`src/rtl/mmc_seq_pkg.sv`:
```
`timescale 1ns/1ps
package mmc_seq_pkg;
  typedef enum logic {
    DIR_TX = 1'b0,
    DIR_RX = 1'b1
  } seq_dir_e;
endpackage

```
`src/rtl/mmc_seq_counters.sv`:
```
`timescale 1ns/1ps
module mmc_seq_counters #(
  parameter int LEN_W = 11
) (
  input  logic               clk,
  input  logic               rst_n,
  input  logic               len_wr,
  input  logic [LEN_W-1:0]   len_wdata,
  input  logic               cnt_wr,
  input  logic [LEN_W-1:0]   cnt_wdata,
  input  logic               byte_step,
  output logic [LEN_W:0]     byte_cnt,
  output logic [LEN_W:0]     blk_cnt,
  output logic               last_in_block,
  output logic               xfer_end
);
  localparam int CNT_W = LEN_W + 1;

  logic [CNT_W-1:0] len_q, nlen_q, byte_q, blk_q;
  logic [CNT_W-1:0] len_new, nlen_new;
  logic             last_block, any_wr;

  assign len_new  = CNT_W'(len_wdata) + CNT_W'(1);
  assign nlen_new = CNT_W'(cnt_wdata) + CNT_W'(1);
  assign any_wr   = len_wr | cnt_wr;

  assign last_in_block = (byte_q == CNT_W'(1));
  assign last_block    = (blk_q == CNT_W'(1));
  assign xfer_end      = byte_step & ~any_wr & last_in_block & last_block;

  always_ff @(posedge clk) begin
    if (!rst_n) begin
      len_q  <= '0;
      nlen_q <= '0;
      byte_q <= '0;
      blk_q  <= '0;
    end else begin
      if (len_wr) begin
        len_q  <= len_new;
        byte_q <= len_new;
      end
      if (cnt_wr) begin
        nlen_q <= nlen_new;
        blk_q  <= nlen_new;
        byte_q <= len_wr ? len_new : len_q;
      end
      if (!any_wr && byte_step) begin
        if (last_in_block) begin
          byte_q <= len_q;
          blk_q  <= last_block ? nlen_q : blk_q - CNT_W'(1);
        end else begin
          byte_q <= byte_q - CNT_W'(1);
        end
      end
    end
  end

  assign byte_cnt = byte_q;
  assign blk_cnt  = blk_q;
endmodule

```
`src/rtl/mmc_seq_rx_pack.sv`:
```
`timescale 1ns/1ps
module mmc_seq_rx_pack #(
  parameter int BYTE_W = 8,
  parameter int LVL_W  = 5
) (
  input  logic                clk,
  input  logic                rst_n,
  input  logic                enable,
  input  logic                flush,
  input  logic                last_in_block,
  input  logic [LVL_W:0]      fifo_count,
  input  logic [LVL_W-1:0]    af_level,
  input  logic                card_valid,
  input  logic [BYTE_W-1:0]   card_data,
  output logic                card_ready,
  output logic                byte_fire,
  output logic                push_valid,
  input  logic                push_ready,
  output logic [2*BYTE_W-1:0] push_data
);
  localparam int WORD_W = 2 * BYTE_W;

  logic              lo_have, pend;
  logic [WORD_W-1:0] word_q;
  logic              room;

  assign room       = (fifo_count <= {1'b0, af_level});
  assign card_ready = enable & ~pend & (lo_have | room);
  assign byte_fire  = card_valid & card_ready;
  assign push_valid = pend;
  assign push_data  = word_q;

  always_ff @(posedge clk) begin
    if (!rst_n) begin
      lo_have <= 1'b0;
      pend    <= 1'b0;
      word_q  <= '0;
    end else if (flush) begin
      lo_have <= 1'b0;
      pend    <= 1'b0;
    end else begin
      if (pend && push_ready) pend <= 1'b0;
      if (byte_fire) begin
        if (!lo_have) begin
          word_q <= {{BYTE_W{1'b0}}, card_data};
          if (last_in_block) pend <= 1'b1;
          else               lo_have <= 1'b1;
        end else begin
          word_q[WORD_W-1:BYTE_W] <= card_data;
          lo_have <= 1'b0;
          pend    <= 1'b1;
        end
      end
    end
  end
endmodule

```
`src/rtl/mmc_seq_tx_unpack.sv`:
```
`timescale 1ns/1ps
module mmc_seq_tx_unpack #(
  parameter int BYTE_W = 8
) (
  input  logic                clk,
  input  logic                rst_n,
  input  logic                enable,
  input  logic                flush,
  input  logic                last_in_block,
  input  logic                pop_valid,
  input  logic [2*BYTE_W-1:0] pop_data,
  output logic                pop_ready,
  output logic                tx_valid,
  output logic [BYTE_W-1:0]   tx_data,
  input  logic                tx_ready,
  output logic                byte_fire
);
  localparam int WORD_W = 2 * BYTE_W;

  logic              hold_v, hold_hi;
  logic [WORD_W-1:0] hold_w;

  assign pop_ready = enable & ~hold_v;
  assign tx_valid  = enable & hold_v;
  assign tx_data   = hold_hi ? hold_w[WORD_W-1:BYTE_W] : hold_w[BYTE_W-1:0];
  assign byte_fire = tx_valid & tx_ready;

  always_ff @(posedge clk) begin
    if (!rst_n) begin
      hold_v  <= 1'b0;
      hold_hi <= 1'b0;
      hold_w  <= '0;
    end else if (flush) begin
      hold_v  <= 1'b0;
      hold_hi <= 1'b0;
    end else if (pop_valid && pop_ready) begin
      hold_v  <= 1'b1;
      hold_hi <= 1'b0;
      hold_w  <= pop_data;
    end else if (byte_fire) begin
      if (!hold_hi && !last_in_block) begin
        hold_hi <= 1'b1;
      end else begin
        hold_v  <= 1'b0;
        hold_hi <= 1'b0;
      end
    end
  end
endmodule

```
`src/rtl/mmc_block_sequencer.sv`:
```
`timescale 1ns/1ps
module mmc_block_sequencer
  import mmc_seq_pkg::*;
#(
  parameter int LEN_W  = 11,
  parameter int BYTE_W = 8,
  parameter int LVL_W  = 5
) (
  input  logic                clk,
  input  logic                rst_n,
  input  logic                blen_wr,
  input  logic [LEN_W-1:0]    blen_wdata,
  input  logic                nblk_wr,
  input  logic [LEN_W-1:0]    nblk_wdata,
  input  logic                xfer_dir,
  input  logic                xfer_active,
  input  logic [LVL_W-1:0]    af_level,
  input  logic [LVL_W:0]      fifo_count,
  output logic                push_valid,
  input  logic                push_ready,
  output logic [2*BYTE_W-1:0] push_data,
  input  logic                pop_valid,
  output logic                pop_ready,
  input  logic [2*BYTE_W-1:0] pop_data,
  input  logic                card_rx_valid,
  output logic                card_rx_ready,
  input  logic [BYTE_W-1:0]   card_rx_data,
  output logic                card_tx_valid,
  input  logic                card_tx_ready,
  output logic [BYTE_W-1:0]   card_tx_data,
  output logic [LEN_W:0]      blen_count,
  output logic [LEN_W:0]      nblk_count,
  output logic                xfer_done
);
  logic active_q, armed_q, done_q;
  logic start, running, rx_en, tx_en;
  logic rx_fire, tx_fire, last_in_block, xfer_end;

  assign start   = xfer_active & ~active_q;
  assign running = armed_q & xfer_active & ~start & ~blen_wr & ~nblk_wr;
  assign rx_en   = running & (seq_dir_e'(xfer_dir) == DIR_RX);
  assign tx_en   = running & (seq_dir_e'(xfer_dir) == DIR_TX);

  always_ff @(posedge clk) begin
    if (!rst_n) begin
      active_q <= 1'b0;
      armed_q  <= 1'b0;
      done_q   <= 1'b0;
    end else begin
      active_q <= xfer_active;
      if (start) begin
        armed_q <= 1'b1;
        done_q  <= 1'b0;
      end else if (xfer_end) begin
        armed_q <= 1'b0;
        done_q  <= 1'b1;
      end
    end
  end

  mmc_seq_counters #(.LEN_W(LEN_W)) u_cnt (
    .clk          (clk),
    .rst_n        (rst_n),
    .len_wr       (blen_wr),
    .len_wdata    (blen_wdata),
    .cnt_wr       (nblk_wr),
    .cnt_wdata    (nblk_wdata),
    .byte_step    (rx_fire | tx_fire),
    .byte_cnt     (blen_count),
    .blk_cnt      (nblk_count),
    .last_in_block(last_in_block),
    .xfer_end     (xfer_end)
  );

  mmc_seq_rx_pack #(.BYTE_W(BYTE_W), .LVL_W(LVL_W)) u_rx (
    .clk          (clk),
    .rst_n        (rst_n),
    .enable       (rx_en),
    .flush        (start),
    .last_in_block(last_in_block),
    .fifo_count   (fifo_count),
    .af_level     (af_level),
    .card_valid   (card_rx_valid),
    .card_data    (card_rx_data),
    .card_ready   (card_rx_ready),
    .byte_fire    (rx_fire),
    .push_valid   (push_valid),
    .push_ready   (push_ready),
    .push_data    (push_data)
  );

  mmc_seq_tx_unpack #(.BYTE_W(BYTE_W)) u_tx (
    .clk          (clk),
    .rst_n        (rst_n),
    .enable       (tx_en),
    .flush        (start),
    .last_in_block(last_in_block),
    .pop_valid    (pop_valid),
    .pop_data     (pop_data),
    .pop_ready    (pop_ready),
    .tx_valid     (card_tx_valid),
    .tx_data      (card_tx_data),
    .tx_ready     (card_tx_ready),
    .byte_fire    (tx_fire)
  );

  assign xfer_done = done_q;
endmodule

```
`config.mk`:
```
export PLATFORM = sky130hd
export DESIGN_NAME = mmc_block_sequencer
export DESIGN_NICKNAME = d
export VERILOG_FILES = /design/src/rtl/mmc_seq_pkg.sv /design/src/rtl/mmc_seq_counters.sv /design/src/rtl/mmc_seq_rx_pack.sv /design/src/rtl/mmc_seq_tx_unpack.sv /design/src/rtl/mmc_block_sequencer.sv
export SDC_FILE = /design/constraint.sdc
export NUM_CORES = 1
export LEC_CHECK = 0
export BUFFER_PORTS_ARGS = -buffer_cell sky130_fd_sc_hd__buf_4
export CELL_PAD_IN_SITES_DETAIL_PLACEMENT = 1
export CELL_PAD_IN_SITES_GLOBAL_PLACEMENT = 1
export CORE_ASPECT_RATIO = 1.4
export CORE_UTILIZATION = 40
export DETAILED_ROUTE_END_ITERATION = 8
export PLACE_DENSITY = 0.93
export SYNTH_ARGS = -nofsm -noshare
export SYNTH_HDL_FRONTEND = slang
export SYNTH_HIERARCHICAL = 1
export SYNTH_SLANG_ARGS = --single-unit
```
`constraint.sdc`:
```
create_clock -name clk -period 4 [get_ports clk]
set_input_delay 0.8 -clock clk [delete_from_list [all_inputs] [get_ports clk]]
set_output_delay 0.8 -clock clk [all_outputs]
set_load 0.01 [all_outputs]
```
Yosys cells after proc, flatten, opt, wreduce, memory -nomap -nowiden:

Index checks and enable logic that the tools add are counted.

* memories kept: 0
* bits in latches: 0
* memory bits (read-only): 0
* output and inout port bits: 53
* bits in registers: 87
* word-level logic and storage cells: 90
* bits in writable memories: 0
* input port bits: 67

* shifts and indexed selects: 0
* eq/ne operators: 3
* muxes and demuxes: 23
* bitwise operators: 29
* div/mod/pow operators: 0
* reductions and logical operators: 16
* multiply operators: 0
* $lt $le $gt $ge: 1
* add/subtract/negate cells: 4

Operator list (number)
* $mux W12: 9
* $add A11 B1 Y12 const B: 2
* $eq A12 B1 Y1 const B: 2
* $sub A12 B1 Y12 const B: 2
* $and A1 B1 Y1: 16
* $mux W8: 2
* $mux W1: 12
* $not A1 Y1: 10
* $le A6 B5 Y1: 1
* $reduce_and A2 Y1: 3
* $logic_and A1 B1 Y1: 4
* $reduce_bool A2 Y1: 2
* $logic_not A1 Y1: 3
* $or A1 B1 Y1: 3
* $reduce_and A3 Y1: 1
* $reduce_bool A3 Y1: 1
* $reduce_or A3 Y1: 1
* $ne A2 B1 Y1 const B: 1
* $reduce_or A2 Y1: 1

Longest topological paths before layout:

Gate-level depths: netlist (run 1).

* word-level depth: 16
* gate-level depth with buffers: 13
* mapped depth without buffers: 12

Modules after synthesis:

Netlist (run 1), hierarchy kept.

Modules (own cells, without submodules)
* mmc_seq_counters: cells each 391, area each 3007.9 sq um, times used 1
* mmc_seq_tx_unpack: cells each 95, area each 908.4 sq um, times used 1
* mmc_seq_rx_pack: cells each 89, area each 870.8 sq um, times used 1
* mmc_block_sequencer: cells each 15, area each 130.1 sq um, times used 1

Worst setup path before layout (run 1):

OpenSTA, ideal clock, no wires.

* kind: input to register
* start point: input af_level[4]
* end point: register u_cnt.blk_q[6] (netlist: u_cnt/blk_cnt[6])
* setup slack: 0.762 ns
* stages: 13
* required time: 3.942 ns
* arrival time: 3.180 ns
* library setup time: 0.058 ns
* path through: inv_1 -> ha_1 -> and4b_1 -> and3_4 -> a211oi_4 -> nor2_1 -> or2_2 -> nor3b_4 -> and4_1 -> buf_4 -> nand2b_1 -> a211o_1 -> nand2_1

* cells in the longest elaborated chain, start to end: 7

Ends and longest elaborated chain
* from (decl): line mmc_block_sequencer.sv:17 `input logic [LVL_W-1:0] af_level,`
* $le A6 B5 Y1: line mmc_seq_rx_pack.sv:27 `assign room = (fifo_count <= {1'b0, af_level});`
* $or A1 B1 Y1: line mmc_seq_rx_pack.sv:28 `assign card_ready = enable & ~pend & (lo_have | room);`
* $and A1 B1 Y1: line mmc_seq_rx_pack.sv:28
* $and A1 B1 Y1: line mmc_seq_rx_pack.sv:29 `assign byte_fire = card_valid & card_ready;`
* named net rx_fire: line mmc_block_sequencer.sv:37 `logic rx_fire, tx_fire, last_in_block, xfer_end;`
* $or A1 B1 Y1: line mmc_block_sequencer.sv:68 `.byte_step (rx_fire | tx_fire),`
* $logic_and A1 B1 Y1: line mmc_seq_counters.sv:47 `if (!any_wr && byte_step) begin`
* $mux W12: line mmc_seq_counters.sv:47
* to (signal assigned): line mmc_seq_counters.sv:44 `blk_q <= nlen_new;`
* to (signal assigned): line mmc_seq_counters.sv:50 `blk_q <= last_block ? nlen_q : blk_q - CNT_W'(1);`
* to (decl): line mmc_seq_counters.sv:19 `logic [CNT_W-1:0] len_q, nlen_q, byte_q, blk_q;`

The timed path passes the listed nets, and every way through them passes these cells.
A chain may end at the register's enable or synchronous reset.

Worst setup path in the final report (run 1):

* start point: input af_level[4]
* end point: register u_cnt.blk_q[5] (netlist: u_cnt/blk_cnt[5])

Same word-level chain as after synthesis.

==> results_dict.tcl, run 1 <==
set metrics [dict create \
    syn_area_um2 4920 \
    drtIter0Drc 256 \
    grt_pass1_wl_mm 26.0 \
    nets 776 \
    min_path_cells 2 \
    clk_pin_slew_ns 0.06 \
    fin_hold_ws_ns 0.460 \
    hold_buffers 0 \
    avgSynthCellArea_um2 8.33 \
    antenna_cells 0 \
    yosys_most_used_dff "dfxtp_1" \
    drive_gt1_share_pct 27.1 \
    cts_tree "yes" \
    final_cell_mix "buf_4 (125), dfxtp_1 (87), nand2_1 (68), nor2_1 (52), o21ai_0 (44)" \
    cts-resized-gates 0 \
    setup_tns_ns 0 \
    dp_hpwl_mm 12.1 \
    r2r_cells 10 \
    die_h_um 133 \
    min_path_type "reg2reg" \
    synthArstFlopShare_pct 0 \
    min_to "u_tx/hold_w[12]" \
    core_area_um2 11900 \
    globalplace.congestion 0.882 \
    ios 120 \
    via_per_inst 5.89 \
    ir_drop_v 0.000260 \
    num_rows 47 \
    htree_levels 3 \
    hp-start "u_tx/hold_w[12]" \
    port_buffers 119 \
    track_usage_pct 26.3 \
    dr.pass1.iters 4 \
    startpoint_type "primary input" \
    finalHoldViolCount 0 \
    ys_seq_elements 87 \
    drcViolationCount 0 \
    numCtsBuffers 9 \
    skew_ns 0.00835 \
    die_area_um2 12700 \
    rsz0062_at_grt "false" \
    cp_cell_sequence "buf_4 -> inv_1 -> ha_1 -> and4b_1 -> and3_4 -> a211oi_4 -> nor2_1 -> or2_2 -> nor3b_4 -> and4_1 -> nand2b_1 -> o31ai_1" \
    final_common_cell "buf_4" \
    synth_edf_count 0 \
    finalCritPeriodShare_pct 82.3 \
    postRouteAntennaNets 0 \
    period_minus_slack_ns 3.29 \
    grt-ovfl-total 0 \
    cap_violations 0 \
    cp_slowest_stage_delay_ns 0.39 \
    start_util_pct 41.4 \
    clock_path_buffers 2 \
    area_growth_pct 26.3 \
    yosysWarningCount 6 \
    r2r_setup_slack_ns 1.21 \
    routed_wl_mm 16.2 \
    clock_latency_ns 0.34 \
    crit_type "in2reg" \
    grt_antenna_before_repair 0 \
    critPathMaxFanout 10 \
    relSlewSlack_pct 50.8 \
    crit_buf_inv 2 \
    place_ws_ns 0.365 \
    first_global_vias 5374 \
    synth_seq_area_share_pct 35.4 \
    tightestPinTransition_ns 0.736 \
    via_count 5001 \
    p_leak_nw 2.56 \
    die_w_um 95.7 \
    power_density_nw_per_um2 359 \
    ys_types 75 \
    setup_violations 0 \
    syn-num-nets 668 \
    drt-wirelength-per-cell_um 19.1 \
    reg2reg_to "u_cnt/blk_cnt[11]" \
    r2r-start "armed_q" \
    cts_sinks 87 \
    drv_slew 0 \
    synthCells 590 \
    post_cts_buffers 0 \
    layout_setup_ws_ns 0.709 \
    cts.root.buffer_cell "clkbuf_16" \
    crit_slowest_cell "a211oi_4" \
    worst_setup_path_end_kind "flip-flop" \
    status "completed" \
    grt_max_degree 58 \
    fmax_mhz 304 \
    arrival_ns 3.53 \
    required_ns 4.24 \
    crit_family "simple AND/OR/NAND/NOR gates" \
]
-- synth_stat cells (3+ instances only) --
library cell / instances / area share (%)
nand3_2: 5 / 1.0
buf_6: 4 / 0.92
nor2_1: 52 / 4.0
nand4_1: 5 / 0.64
clkbuf_1: 11 / 0.84
xnor2_1: 9 / 1.6
inv_1: 16 / 1.2
nand3_1: 33 / 3.4
o22ai_1: 6 / 0.76
o31ai_1: 4 / 0.61
o21ai_0: 44 / 4.5
a21boi_1: 3 / 0.46
nand2_1: 68 / 5.2
nor4_1: 6 / 0.76
a211oi_1: 4 / 0.61
dfxtp_1: 87 / 35
a22o_1: 9 / 1.6
nand2b_1: 7 / 0.89
buf_2: 8 / 0.81
xor2_1: 15 / 2.7
a21boi_0: 6 / 0.92
nor3b_1: 4 / 0.61
nor3_1: 19 / 1.9
or3_1: 3 / 0.38
buf_1: 3 / 0.23
a21oi_1: 32 / 3.3
clkinv_1: 3 / 0.23
mux2_2: 10 / 2.3
and4_1: 3 / 0.53
a211o_1: 5 / 0.89
a311oi_1: 4 / 0.71
o31a_1: 3 / 0.53
o21ai_2: 17 / 3.0
nor2b_1: 5 / 0.64
ha_1: 11 / 2.8
mux2i_1: 5 / 1.0
a31oi_1: 8 / 1.0
and2_1: 4 / 0.51
-- state kept, by name, summed over array words and instances, names as in the netlist, 12 cells and up --
register	flops
u_cnt/byte_cnt	12
u_cnt/nlen_q	12
u_cnt/blk_cnt	12
u_cnt/len_q	12
u_rx/push_data	16
u_tx/hold_w	16
-- cell families (layout without fill, tap and decap cells) --
logic type      Yosys count  count (layout)  synth area share, %
simple gates            239             239                 26.1
xor+xnor                 24              24                 4.27
compound gates          167             167                 23.5
buf+inv                  47             159                 4.55
fa+ha+maj                11              11                 2.80
mux                      15              15                 3.31
flops                    87              87                 35.4
-- power breakdown --
group | internal [W] | switching [W] | total (W)
registers | 0.000900 | 0.0000476 | 0.000948
clock network | 0.000562 | 0.000348 | 0.000909
logic | 0.000162 | 0.000207 | 0.000369
-- worst register-to-register path, delay by kind of cell (launching register included) --
family,cells,cell delay [ns]
DFF,1,0.33
buffers and inverters,1,0.18
AOI/OAI and AO/OA,1,0.30
and+or+nand+nor,8,1.87
-- how the worst max path moves through the flow --
stage | startpoint | endpoint | slack (ns) | cells past startpoint
4_1_cts | af_level[4] | u_cnt/blk_cnt[5] | 0.73 | 12
2_1_floorplan | af_level[4] | u_cnt/blk_cnt[6] | 0.76 | 13
3_5_place_dp | af_level[4] | u_cnt/blk_cnt[5] | 0.36 | 12
5_1_grt | af_level[4] | u_cnt/byte_cnt[8] | 0.56 | 14
6_report | af_level[4] | u_cnt/blk_cnt[5] | 0.71 | 12
3_3_place_gp | af_level[3] | u_cnt/blk_cnt[11] | 0.52 | 13
-- routing by layer --
metal  GRT usage [%]  wire length, um
met5               0                0
met4            15.0              729
met3            6.79             1060
met2            47.9             8590
met1            26.3             5850
-- area by class of cell --
cell class | instances | area (um2)
inverters | 19 | 71.3
repair buffers | 125 | 938
clock buffers | 10 | 239
clock inverters | 5 | 82.6
fillers | 1456 | 5670
multi-input cells | 456 | 2950
flip-flops and latches | 87 | 1740
well taps | 147 | 184
-- stage by stage --
step / utilization, % / area [um2] / power, W / instances
after global placement: 49.6 / 5890 / 0.00131 / 834
after global routing: 52.3 / 6210 / 0.00231 / 849
after CTS: 52.3 / 6210 / 0.00224 / 849
final: 52.3 / 6210 / 0.00223 / 849
after detailed placement: 49.6 / 5890 / 0.00133 / 834
after floorplan: - / 4920 / 0.00117 / 590
Power figures use the tool's default switching activity.
==> run 2, diff against run 1 <==
ABC_AREA = 1   (was unset)
CORE_UTILIZATION = 34   (was 40)
PLACE_DENSITY = 0.89   (was 0.93)
clock period = 2.71 ns   (was 4 ns; I/O delays follow)
==> run 2 against run 1 <==
Against the previous run: first-iteration DRC count decreased by 47%; via count increased by 14%; the run now ends with DRC left; clock skew increased by 0.0052 ns; core utilization decreased by 8.1 points; combinational power increased by 52%; die area increased by 28%; global-route usage decreased by 5.6 points; highest routed layer unchanged; register-to-register slack got worse by 0.77 ns.
==> results_dict.tcl, run 2 <==
set metrics [dict create \
    status "complete, but fails checks" \
    failed_checks "DRC" \
    avgSynthCellArea_um2 6.33 \
    finalHoldViolCount 0 \
    synthCells 852 \
    first_global_vias 5828 \
    start_util_pct 34.7 \
    grt_pass1_wl_mm 26.9 \
    clock_latency_ns 0.34 \
    final_area_um2 6870 \
    synthTopCellsByArea "dfxtp_1 (32%), nand2_1 (15%), nor2_1 (9.7%)" \
    place_ws_ns -0.156 \
    drt-wirelength-per-cell_um 14.1 \
    globalplace.congestion 0.849 \
    clock_path_buffers 2 \
    relSlewSlack_pct 49.1 \
    drtIter0Drc 136 \
    crit_type "in2reg" \
    synth_common_cells "nand2_1 (216), nor2_1 (139), inv_1 (131), dfxtp_1 (87), nand3_1 (47)" \
    power_density_nw_per_um2 465 \
    post_cts_buffers 0 \
    yosys_most_used_dff "dfxtp_1" \
    die_w_um 108 \
    layout_setup_ws_ns 0.234 \
    syn_area_um2 5390 \
    grtUsageMet1_pct 22.9 \
    multi_input_area_um2 2960 \
    routed_wl_mm 16.6 \
    post-synth-top-area-cell "dfxtp_1" \
    synthArstFlopShare_pct 0 \
    setup_tns_ns 0 \
    min_path_type "in2reg" \
    cap_violations 0 \
    clk_pin_slew_ns 0.06 \
    ys_types 44 \
    htree_levels 3 \
    cts.root.buffer_cell "clkbuf_16" \
    syn-num-nets 930 \
    p_leak_nw 3.56 \
    via_count 5706 \
    antenna_cells 0 \
    drive_gt1_share_pct 20.5 \
    num_rows 54 \
    synth_top_area_share_pct 32.3 \
    grt_antenna_before_repair 0 \
    skew_ns 0.0135 \
    nets 1059 \
    grt-ovfl-total 0 \
    core_area_um2 15500 \
    die_h_um 151 \
    fill_cells 2103 \
    ir_drop_v 0.000363 \
    dpl_cell_area_um2 6570 \
    gr-usage-met2_pct 40.0 \
    synth_most_common_cell "nand2_1" \
    top_usage_layer "met2" \
    final_cell_mix "nand2_1 (216), buf_4 (145), nor2_1 (139), inv_1 (130), dfxtp_1 (87)" \
    synth_edf_count 0 \
    track_usage_pct 20.7 \
    fin_util_pct 44.2 \
    postRouteAntennaNets 0 \
    period_minus_slack_ns 2.48 \
    ios 120 \
    fmax_mhz 404 \
    area_growth_pct 27.4 \
    drcViolationCount 1 \
    critPathMaxFanout 8 \
    die_area_um2 16400 \
    tightestPinTransition_ns 0.763 \
    setup_violations 0 \
    arrival_ns 2.76 \
    synth_seq_area_share_pct 32.3 \
    finalCritPeriodShare_pct 91.4 \
    cts_sinks 87 \
    numCtsBuffers 9 \
    port_buffers 119 \
    rsz0062_at_grt "false" \
    final_common_cell "nand2_1" \
    hold_buffers 0 \
    yosysWarningCount 6 \
    dr.pass1.iters 6 \
    worst_setup_path_end_kind "flip-flop" \
    ys_seq_elements 87 \
    dp_hpwl_mm 12.8 \
    required_ns 2.99 \
    via_per_inst 4.83 \
    cts_tree "yes" \
    grt_use_met3_pct 2.50 \
    seq_area_um2 1740 \
    startpoint_type "primary input" \
    grt_max_degree 57 \
    drv_slew 0 \
]
## run 2: cell types whose count changed after synthesis, sizes merged, moves of 11 or more
cell   previous run  this run
o21ai            61        37
inv              16       136
nor2             53       152
nand3            38        49
nand2            69       222
nand4             6        26
## run 2: report_power, final
group          internal, W  leakage, nW  total [W]  switching, W
Sequential         0.00133        0.711    0.00137     0.0000495
Clock             0.000715        0.138    0.00126      0.000541
Combinational     0.000232         2.71   0.000561      0.000329
## run 2: per-stage QoR
step                power, W  hold slack [ns]  cells
floorplan            0.00173            0.441    852
global placement     0.00194            0.450   1166
detailed placement   0.00196            0.457   1166
CTS                  0.00323            0.402   1182
global route         0.00336            0.420   1182
finish               0.00319            0.407   1182
## run 2: cells by family (layout without fill, tap and decap cells)
kind of cell             after synthesis  in the layout  synth area share [%]
AO/OA/AOI/OAI                        102            102                  10.5
AND/OR/NAND/NOR                      472            472                  39.2
adder cells (fa/ha/maj)               11             11                  2.55
XOR/XNOR                              15             15                  2.44
buffers and inverters                165            299                  13.0
flip-flops                            87             87                  32.3
## run 2: path summary, 6_finish.rpt
path | from | end | slack, ns | cells past startpoint
max reg2reg | armed_q | u_cnt/blk_cnt[6] | 0.44 | 15
min | xfer_active | active_q | 0.41 | 3
min reg2reg | u_cnt/nlen_q[7] | u_cnt/nlen_q[7] | 0.47 | 2
max | af_level[4] | u_cnt/byte_cnt[1] | 0.23 | 20
## run 2: final cells by class
| cell class | instances | area share [%] |
|---|---|---|
| multi-input cells | 600 | 43.0 |
| clock inverters | 7 | 1.04 |
| clock buffers | 9 | 3.28 |
| inverters | 137 | 7.60 |
| well taps | 196 | 3.57 |
| flip-flops and latches | 87 | 25.4 |
| repair buffers | 146 | 16.1 |
## run 2: routing by layer
layer	part of all wire [%]	up-vias
met5	0	-
met4	1.6	0
met3	3.2	22
met2	55	90
met1	40	2679
li1	-	2915
## run 2: repair_timing
item	CTS	global route
resized for setup	0	2
endpoints found under the setup margin	0	7
hold endpoints to repair	0	0
## run 2: worst max-delay path: stages
cell	delay, ns
buf_4	0.08
inv_1	0.03
ha_1	0.31
nand2_1	0.09
nor2_1	0.05
a21oi_1	0.21
nand2_4	0.07
nand2_1	0.09
nor2_2	0.06
or2_2	0.28
inv_2	0.12
nor2_8	0.06
buf_4	0.16
inv_1	0.10
o21ai_0	0.09
a21oi_1	0.16
nor2_1	0.06
o211ai_1	0.09
nand2_1	0.07
inv_1	0.05
==> run 3, diff against run 2 <==
BUFFER_PORTS_ARGS = unset   (was -buffer_cell sky130_fd_sc_hd__buf_4)
CELL_PAD_IN_SITES_DETAIL_PLACEMENT = unset   (was 1)
CELL_PAD_IN_SITES_GLOBAL_PLACEMENT = unset   (was 1)
CORE_UTILIZATION = 58   (was 34)
DONT_BUFFER_PORTS = 1   (was unset)
PLACE_DENSITY = 0.88   (was 0.89)
==> run 3 against run 2 <==
Against the previous run: the run now ends clean; critical path depth is 3 lower; core utilization grew 20 points; clock power up 7%; sequential share of layout area up 4.9 points; clock skew decreased by 0.0078 ns; die area decreased by 41%; via count fell by 9.5%; setup slack better by 0.12 ns; cell count is 19% lower; first-iteration DRC count grew to 3.5 times the previous value; wire length decreased by 20%; non-clock buffer count down 135; critical path type unchanged; critical endpoint is now u_cnt/blk_cnt[0].
==> results_dict.tcl, run 3 (synthesis results as in run 2) <==
set metrics [dict create \
    status "completed" \
    switching_share_pct 26.9 \
    postRouteAntennaNets 0 \
    ios 120 \
    die_w_um 83.5 \
    cap_violations 0 \
    core_area_um2 9030 \
    finalHoldViolCount 0 \
    combinationalPowerShare_pct 12.3 \
    fill_cells 814 \
    final_cell_mix "nand2_1 (216), nor2_1 (139), inv_1 (131), dfxtp_1 (87), nand3_1 (47)" \
    final_common_cell "nand2_1" \
    finalCritPeriodShare_pct 87.0 \
    die_h_um 116 \
    fmax_mhz 424 \
    worst_setup_path_end_kind "flip-flop" \
    post_cts_buffers 0 \
    setup_violations 0 \
    rsz0062_at_grt "false" \
    area_growth_pct 6.71 \
    setup_tns_ns 0 \
    critPathMostFrequentCell "nand2_1" \
    antenna_cells 0 \
    arrival_ns 2.59 \
    startpoint_type "primary input" \
    via_count 5164 \
    dr.pass1.iters 5 \
    port_buffers 0 \
    clock_path_buffers 2 \
    crit_slowest_cell "ha_1" \
    tightestPinTransition_ns 0.635 \
    first_global_vias 4623 \
    multi_input_area_um2 2950 \
    drt-wirelength-per-cell_um 13.9 \
    min_path_type "in2reg" \
    start_util_pct 59.7 \
    seq_area_um2 1740 \
    period_minus_slack_ns 2.36 \
    relSlewSlack_pct 57.6 \
    cts_sinks 87 \
    cts-resized-gates 0 \
    die_area_um2 9690 \
    clock_latency_ns 0.34 \
    grt-ovfl-total 0 \
    cts.root.buffer_cell "clkbuf_16" \
    grt_pass1_wl_mm 20.9 \
    skew_ns 0.00576 \
    layout_setup_ws_ns 0.351 \
    cp_cell_sequence "inv_1 -> ha_1 -> nand2_1 -> nor2_1 -> a21oi_1 -> nand2_4 -> nand2_1 -> nor2_2 -> or2_2 -> inv_1 -> nor2_8 -> nand3_4 -> inv_2 -> nand2_1 -> buf_4 -> o21ai_0 -> nor2_1" \
    drcViolationCount 0 \
    dp_hpwl_mm 9.52 \
    clk_pin_slew_ns 0.06 \
    fin_hold_ws_ns 0.298 \
    globalplace.congestion 0.860 \
    crit_type "in2reg" \
    grt_antenna_before_repair 0 \
    p_clk_share_pct 43.3 \
    grt_max_degree 58 \
    cp_slowest_stage_delay_ns 0.28 \
    hold_buffers 0 \
    pwr-share-seq_pct 44.4 \
    ir_drop_v 0.000326 \
    htree_levels 3 \
    p_sw_w 0.000840 \
    drive_gt1_share_pct 7.64 \
    num_rows 41 \
    place_ws_ns 0.0401 \
    via_per_inst 5.39 \
    cts_tree "yes" \
    routed_wl_mm 13.3 \
    numCtsBuffers 9 \
    nets 924 \
    p_leak_nw 2.88 \
    power_density_nw_per_um2 542 \
    critPathMaxFanout 9 \
    drv_slew 0 \
    p_int_w 0.00228 \
    track_usage_pct 26.5 \
    drtIter0Drc 478 \
    required_ns 2.94 \
]
run 3: cell count changes in the layout (fill, tap and decap cells not counted), sizes merged:
cell	previous run	this run
buf	146	11
bufinv	1	2
clkinv	3	2
run 3: per-stage QoR:
stage	total power (W)	instances	instance area [um2]	utilization, %
after floorplan	0.00173	852	5390	-
after global placement	0.00178	942	5430	60.1
after detailed placement	0.00178	942	5430	60.1
after CTS	0.00312	958	5750	63.7
after global routing	0.00324	958	5750	63.7
final	0.00312	958	5750	63.7
run 3: worst paths after layout:
path              startpoint               end  slack (ns)  depth (start not counted)
max reg2reg          armed_q  u_cnt/blk_cnt[0]        0.50                         15
max              af_level[3]  u_cnt/blk_cnt[0]        0.35                         17
min              xfer_active          active_q        0.30                          2
min reg2reg  u_cnt/nlen_q[8]   u_cnt/nlen_q[8]        0.46                          2
run 3: power groups by stage:
stage	clock network, W	logic (W)	registers (W)
global placement	0	0.000365	0.00141
global route	0.00141	0.000430	0.00139
finish	0.00135	0.000383	0.00139
CTS	0.00136	0.000375	0.00139
floorplan	0	0.000329	0.00140
detailed placement	0	0.000371	0.00141
run 3: critical path, delay by kind of cell:
kind | cells | cell delay (ns)
AND/OR/NAND/NOR | 10 | 1.11
buffers and inverters | 4 | 0.38
adder cells (fa/ha/maj) | 1 | 0.28
AO/OA/AOI/OAI | 2 | 0.28
run 3: area by class of cell:
type | instances | area share, %
flip-flops and latches | 87 | 30.3
repair buffers | 11 | 1.44
clock buffers | 9 | 3.92
clock inverters | 7 | 1.68
multi-input cells | 600 | 51.3
inverters | 137 | 9.07
well taps | 107 | 2.33
run 3: per-layer routing:
metal / GRT usage (%) / vias to the layer above / routed length [um] / part of all wire [%]
met1: 29.1 / 2317 / 5320 / 40
met4: 13.6 / 0 / 401 / 3.0
met2: 48.1 / 168 / 6790 / 51
met5: 0 / - / 0 / 0
li1: - / 2645 / - / -
met3: 6.20 / 34 / 786 / 5.9
